## src/rtl/gpio_mux_pkg.sv

```systemverilog
package gpio_mux_pkg;

  typedef enum logic [1:0] {
    RA_PORT  = 2'd0,
    RA_LATCH = 2'd1,
    RA_DIR   = 2'd2,
    RA_NONE  = 2'd3
  } reg_addr_e;

  // Registered per-group function selection
  typedef struct packed {
    logic hi_analog;
    logic lo_bus;
    logic pwm_route_n;
  } pin_cfg_t;

  localparam pin_cfg_t CFG_RESET = '{hi_analog: 1'b1, lo_bus: 1'b1, pwm_route_n: 1'b1};

endpackage

```

## src/rtl/gpio_sync.sv

```systemverilog
module gpio_sync #(
  parameter int W = 8
) (
  input  logic         clk,
  input  logic         rst_n,
  input  logic [W-1:0] d,
  output logic [W-1:0] q
);
  logic [W-1:0] meta_q;
  logic [W-1:0] stab_q;

  always_ff @(posedge clk or negedge rst_n) begin
    if (!rst_n) begin
      meta_q <= '0;
      stab_q <= '0;
    end else begin
      meta_q <= d;
      stab_q <= meta_q;
    end
  end

  assign q = stab_q;
endmodule

```

## src/rtl/gpio_regs.sv

```systemverilog
module gpio_regs
  import gpio_mux_pkg::*;
#(
  parameter int PW = 8
) (
  input  logic          clk,
  input  logic          rst_n,
  input  logic          we,
  input  logic [1:0]    addr,
  input  logic [PW-1:0] wdata,
  input  pin_cfg_t      cfg_in,
  output logic [PW-1:0] lat_o,
  output logic [PW-1:0] dir_o,
  output pin_cfg_t      cfg_o
);
  logic [PW-1:0] lat_q, lat_d;
  logic [PW-1:0] dir_q, dir_d;
  pin_cfg_t      cfg_q;
  logic          lat_en, dir_en;
  reg_addr_e     sel;

  assign sel    = reg_addr_e'(addr);
  assign lat_en = we && (sel == RA_PORT || sel == RA_LATCH);
  assign dir_en = we && (sel == RA_DIR);

  always_comb begin
    lat_d = lat_q;
    dir_d = dir_q;
    if (lat_en) lat_d = wdata;
    if (dir_en) dir_d = wdata;
  end

  always_ff @(posedge clk or negedge rst_n) begin
    if (!rst_n) begin
      lat_q <= '0;
      dir_q <= '1;
      cfg_q <= CFG_RESET;
    end else begin
      lat_q <= lat_d;
      dir_q <= dir_d;
      cfg_q <= cfg_in;
    end
  end

  assign lat_o = lat_q;
  assign dir_o = dir_q;
  assign cfg_o = cfg_q;
endmodule

```

## src/rtl/gpio_pin_mux.sv

```systemverilog
module gpio_pin_mux
  import gpio_mux_pkg::*;
#(
  parameter int PW   = 8,
  parameter int LO_N = 4
) (
  input  pin_cfg_t        cfg,
  input  logic [PW-1:0]   lat,
  input  logic [PW-1:0]   dir,
  input  logic            pwm_en,
  input  logic            pwm_b,
  input  logic            pwm_c,
  input  logic [LO_N-1:0] ext_addr,
  output logic [PW-1:0]   pad_out,
  output logic [PW-1:0]   pad_oe
);
  logic alt_on;
  assign alt_on = ~cfg.pwm_route_n & pwm_en;

  for (genvar i = 0; i < PW; i++) begin : g_pin
    if (i < LO_N) begin : g_bus
      always_comb begin
        if (cfg.lo_bus) begin
          pad_out[i] = ext_addr[i];
          pad_oe[i]  = 1'b1;
        end else begin
          pad_out[i] = lat[i];
          pad_oe[i]  = ~dir[i];
        end
      end
    end else if (i >= PW - 2) begin : g_alt
      localparam bit IS_B = (i == PW - 1);
      logic alt_v;
      assign alt_v = IS_B ? pwm_b : pwm_c;
      always_comb begin
        if (alt_on) begin
          pad_out[i] = alt_v;
          pad_oe[i]  = 1'b1;
        end else if (cfg.hi_analog) begin
          pad_out[i] = 1'b0;
          pad_oe[i]  = 1'b0;
        end else begin
          pad_out[i] = lat[i];
          pad_oe[i]  = ~dir[i];
        end
      end
    end else begin : g_ana
      always_comb begin
        if (cfg.hi_analog) begin
          pad_out[i] = 1'b0;
          pad_oe[i]  = 1'b0;
        end else begin
          pad_out[i] = lat[i];
          pad_oe[i]  = ~dir[i];
        end
      end
    end
  end
endmodule

```

## src/rtl/mux_gpio_port.sv

```systemverilog
module mux_gpio_port
  import gpio_mux_pkg::*;
#(
  parameter int PW   = 8,
  parameter int LO_N = 4
) (
  input  logic            clk,
  input  logic            rst_n,
  input  logic [1:0]      reg_addr,
  input  logic            reg_we,
  input  logic [PW-1:0]   reg_wdata,
  output logic [PW-1:0]   reg_rdata,
  input  logic            cfg_analog_hi,
  input  logic            cfg_bus_lo,
  input  logic            cfg_pwm_route_n,
  input  logic            pwm_en,
  input  logic            pwm_b,
  input  logic            pwm_c,
  input  logic [LO_N-1:0] ext_addr_hi,
  input  logic [PW-1:0]   pad_in,
  output logic [PW-1:0]   pad_out,
  output logic [PW-1:0]   pad_oe
);
  localparam int HI_N = PW - LO_N;

  pin_cfg_t      cfg_in, cfg_q;
  logic [PW-1:0] lat, dir, pin_sync, rd_mask;

  assign cfg_in = '{hi_analog: cfg_analog_hi, lo_bus: cfg_bus_lo, pwm_route_n: cfg_pwm_route_n};

  gpio_regs #(.PW(PW)) u_regs (
    .clk(clk), .rst_n(rst_n), .we(reg_we), .addr(reg_addr), .wdata(reg_wdata),
    .cfg_in(cfg_in), .lat_o(lat), .dir_o(dir), .cfg_o(cfg_q)
  );

  gpio_sync #(.W(PW)) u_sync (
    .clk(clk), .rst_n(rst_n), .d(pad_in), .q(pin_sync)
  );

  gpio_pin_mux #(.PW(PW), .LO_N(LO_N)) u_mux (
    .cfg(cfg_q), .lat(lat), .dir(dir), .pwm_en(pwm_en), .pwm_b(pwm_b),
    .pwm_c(pwm_c), .ext_addr(ext_addr_hi), .pad_out(pad_out), .pad_oe(pad_oe)
  );

  // Analog-mode pins read as zero
  assign rd_mask = {{HI_N{~cfg_q.hi_analog}}, {LO_N{1'b1}}};

  always_comb begin
    case (reg_addr_e'(reg_addr))
      RA_PORT:  reg_rdata = pin_sync & rd_mask;
      RA_LATCH: reg_rdata = lat;
      RA_DIR:   reg_rdata = dir;
      default:  reg_rdata = '0;
    endcase
  end
endmodule

```

## config.mk

```make
export PLATFORM = sky130hd
export DESIGN_NAME = mux_gpio_port
export DESIGN_NICKNAME = d
export VERILOG_FILES = /design/src/rtl/gpio_mux_pkg.sv /design/src/rtl/gpio_sync.sv /design/src/rtl/gpio_regs.sv /design/src/rtl/gpio_pin_mux.sv /design/src/rtl/mux_gpio_port.sv
export SDC_FILE = /design/constraint.sdc
export NUM_CORES = 1
export LEC_CHECK = 0
export CAP_MARGIN = 20
export CORE_UTILIZATION = 39
export DETAILED_ROUTE_END_ITERATION = 8
export PLACE_DENSITY = 0.74
export SLEW_MARGIN = 15
export SYNTH_ARGS = -nofsm -noshare
export SYNTH_HDL_FRONTEND = slang
export SYNTH_SLANG_ARGS = --single-unit
```

## constraint.sdc

```tcl
create_clock -name clk -period 1.4 [get_ports clk]
set_input_delay 0.42 -clock clk [delete_from_list [all_inputs] [get_ports clk]]
set_output_delay 0.42 -clock clk [all_outputs]
set_load 0.05 [all_outputs]
```

# ---- After elaboration in Yosys (flattened, before gate mapping)
# Index checks and enable logic that the tools add are counted.
dict set report totals {
  ff_bits 35
  input_bits 31
  output_inout_bits 24
  wordCells 46
}
dict set report classes {
  eq_ne 2
  n_mux 21
  n_bitwise 12
  n_reduce_logical 4
}
# cell n
set op_table {}
lappend op_table {{$pmux 8 s3} 1}
lappend op_table {{$mux 1} 20}
lappend op_table {{$not 1->1} 10}
lappend op_table {{$and 8x8->8} 1}
lappend op_table {{$eq 2x1->1 const B} 1}
lappend op_table {{$eq 2x2->1 const B} 1}
lappend op_table {{$logic_and 1x1->1} 2}
lappend op_table {{$logic_not 2->1} 1}
lappend op_table {{$and 1x1->1} 1}
lappend op_table {{$logic_or 1x1->1} 1}

# ---- Logic depth before layout (Yosys ltp)
dict set report depth {
  word_depth 3
  ltp_mapped 3
  ltp_nobuf 2
}

# ---- Hierarchy
# A second synthesis with hierarchy kept.
dict set report unflattened {
  cells_unflattened 98
  hier_area_um2 1534.0
}
# module n_inst cells_per_inst area_each_um2 seq_area_each_um2
set by_module_without_submodules {}
lappend by_module_without_submodules {gpio_regs 1 38 737.0 489.2}
lappend by_module_without_submodules {gpio_sync 1 16 400.4 400.4}
lappend by_module_without_submodules {mux_gpio_port 1 24 224.0 0.0}
lappend by_module_without_submodules {gpio_pin_mux 1 20 172.7 0.0}

# ---- Least setup slack after synthesis
# OpenSTA, ideal clock, no wires.
dict set report synth_path {
  path_kind {register -> output}
  startpoint {register, netlist name u_regs.cfg_o[2]}
  endpoint {output reg_rdata[5]}
  arrival_ns 1.667
  required_ns 0.980
  setup_slack_ns -0.687
  path_stages_with_launch 4
  cell_sequence {dfstp_2 > buf_2 > or3b_1 > a22oi_1}
}
dict set report synth_via {
  elab_chain_len 3
}
# element line
set synth_rtl {}
lappend synth_rtl {{$not 1->1} mux_gpio_port.sv:46} ;# assign rd_mask = {{HI_N{~cfg_q.hi_analog}}, {LO_N{1'b1}}};
lappend synth_rtl {{$and 8x8->8} mux_gpio_port.sv:50} ;# RA_PORT: reg_rdata = pin_sync & rd_mask;
lappend synth_rtl {{$pmux 8 s3} mux_gpio_port.sv:49} ;# case (reg_addr_e'(reg_addr))
lappend synth_rtl {{end, declared} mux_gpio_port.sv:12} ;# output logic [PW-1:0] reg_rdata,
# Every way passes these cells.

# ---- Final worst setup path
dict set report layout_path {
  startpoint {register, netlist name u_regs.cfg_o[2]}
  endpoint {output reg_rdata[4]}
}
dict set report layout_via {
  elab_chain_len 3
}
# element line
set layout_rtl {}
lappend layout_rtl {{$not 1->1} mux_gpio_port.sv:46}
lappend layout_rtl {{$and 8x8->8} mux_gpio_port.sv:50}
lappend layout_rtl {{$pmux 8 s3} mux_gpio_port.sv:49}
# Every way passes these cells.

==> flow_summary.toml <==
[run_status]
outcome = "complete, but fails checks"
violations = "negative setup slack"

[detailed_routing]
drtIter0Drc = 14
detail_route.wl_per_cell_um = 16.6
ant_nets = 0
avgViaCountPerCell = 4.91
drc = 0
vias = 1110
dr.pass1.iters = 3
drt-total-wl_mm = 3.74

[synthesis]
synth_cell_types = 21
muxShareOfSynthArea = 0.212
synth_top_area_frac = 0.400
yosys_warnings = 0
syn-instance-count = 100
synthAdderAreaFrac = 0
yosysTopAreaCell = "dfrtp_1"
syn-num-nets = 131
synthTopCellsByArea = "dfrtp_1, dfstp_2, mux2_2"
avgSynthCellArea_um2 = 15.0
seq_area_frac_synth = 0.593
synth_seq_cells = 35
synthXorXnorAreaFrac = 0
synthSimpleGateAreaFrac = 0.115
synth_top_family_by_area = "multiplexers"
netlist_area_mm2 = 0.00150
synth-compound-area-share = 0.0559

[die]
dieHeight_um = 64.0
start_util = 0.407
io_pins = 55
dieArea_mm2 = 0.00410
core-area_mm2 = 0.00369
fp-row-count = 22
die_x_um = 64.0

[placed_design]
portBuffers = 54
placed_cell_area_mm2 = 0.00246
gp_congestion = 0.848
dpl.hpwl_mm = 2.44
dpl_worst_slack_ns = -0.822

[worst_setup_path]
critPathMaxFanout = 9
crit_arrival_ns = 1.51
cp-end-kind = "output port"
cp_data_required_time_ns = 0.98
crit_type = "flip-flop to output port"
crit_path_start_kind = "flip-flop"

[global_route]
track_usage = 0.202
overflow = 0
grt_pass1_wl_mm = 5.92
grt_pass1_vias = 1176
grt_max_degree = 36
antenna_found_initial = 0

[timing]
fin_worst_skew_ns = 0.00180
rsz0062_at_grt = "true"
slew_headroom = 0.731
min_period_over_period = 1.38
fmax_ghz = 0.517
setup_slack_ns = -0.533
hold_viol_final = 0
finalSetupViolations = 24
holdWs_ns = 0.349
worst_pin_slew_ns = 0.398
period_needed_ns = 1.93
slew_violations = 0

[power_and_ir_drop]
total_power_mw = 3.13
ir_drop_v = 0.000802
p_per_area_mw_per_mm2 = 1150
leakage_nw = 1.25

[final_layout]
fin_area_mm2 = 0.00273
final_common_cell = "clkdlybuf4s50_1"
area_delta_synth_final_pct = 81.7
diodes = 0
drive_gt1_frac = 0.596
final_cell_mix = "clkdlybuf4s50_1, dfrtp_1, buf_12"
fin_nets = 208
postLayoutCoreUtil = 0.739

[clock_tree]
clk_latency_ns = 0.29
cts_made_buffers = 5
max-clock-path-buffers = 2
clock-root-buffer = "clkbuf_8"
clk_pin_slew_ns = 0.07
cts.sink_count = 35
tritoncts = "built"
cts_htree_levels = 2

[min_path]
hold_path.class = "flip-flop to flip-flop"

[job]
drv_cap = 0
[logic make-up (layout without fill, tap and decap cells)]
| group | Yosys count | after routing |
|---|---|---|
| buf+inv | 5 | 83 |
| simple gates | 23 | 23 |
| flops | 35 | 35 |
| mux | 26 | 26 |
| compound gates | 11 | 11 |
[worst max-delay path: stages, from the launching register on]
cell	delay (ns)
dfstp_2	0.64
nor4b_1	0.09
a211o_2	0.33
buf_8	0.15
[cell type report]
class                           instances  area, um^2
Fill cell                             230         962
Timing Repair Buffer                   75         956
Sequential cell                        35         890
Multi-Input combinational cell         60         737
Clock buffer                            5        68.8
Tap cell                               48        60.1
Clock inverter                          3        15.0
[cell usage after synthesis]
master and n:
dfrtp_1 24, nor4b_1 3, mux2i_1 4, and3b_1 3, o2bb2ai_1 4, buf_2 2
or3b_1 1, buf_6 2, mux2_4 8, nor2b_1 6, a21oi_1 1, dfstp_2 11
nand3b_4 1, nor2_1 2, nor2b_2 1, clkbuf_1 1, a22oi_1 1, o21ai_0 2
mux2_2 14, nand2b_1 6, a211o_1 3
[report_power, final]
| part | switching [mW] | total, mW | internal [mW] |
|---|---|---|---|
| Combinational | 0.558 | 1.19 | 0.629 |
| Sequential | 0.0884 | 1.24 | 1.15 |
| Clock | 0.365 | 0.705 | 0.340 |
| Total | 1.01 | 3.13 | 2.12 |
[timing repair]
item / CTS / global route
cloned: 1 / 0
endpoints found under the setup margin: 40 / 26
gates resized for setup: 28 / 4
hold endpoints to repair: 0 / 0
pin swaps: 3 / 0
buffers inserted: 7 / 0
hold buffers: 0 / 0
[sequential cells by signal (all words and copies together) (netlist names)]
name,flops
u_regs.cfg_o,3
u_regs.dir_o,8
u_regs.lat_o,8
u_sync.meta_q,8
u_sync.q,8
[layer usage]
layer  wire length (um)  track usage
met3                134       0.0589
met4                 85       0.0852
met1               1490        0.227
met5                  0            0
met2               2030        0.354
[stage by stage]
stage	std cells	TNS, ns
2_1_floorplan	100	-2.35
3_3_place_gp	210	-14.87
3_5_place_dp	210	-15.51
4_1_cts	226	-8.86
5_1_grt	226	-10.08
6_report	226	-9.09
[worst paths after layout]
path                                   from              end  cells after the start  slack [ns]
hold reg to reg            u_sync.meta_q[4]      u_sync.q[4]                      0        0.35
setup / recovery            u_regs.cfg_o[2]     reg_rdata[4]                      3       -0.53
min in group asynchronous             rst_n  u_regs.lat_o[7]                      2        0.49
setup reg to reg            u_regs.lat_o[4]  u_regs.lat_o[4]                      2        0.52
max in group asynchronous             rst_n  u_regs.dir_o[0]                      2        0.66
hold / removal             u_sync.meta_q[4]      u_sync.q[4]                      0        0.35
No activity file was read; power rests on OpenSTA's default activity.
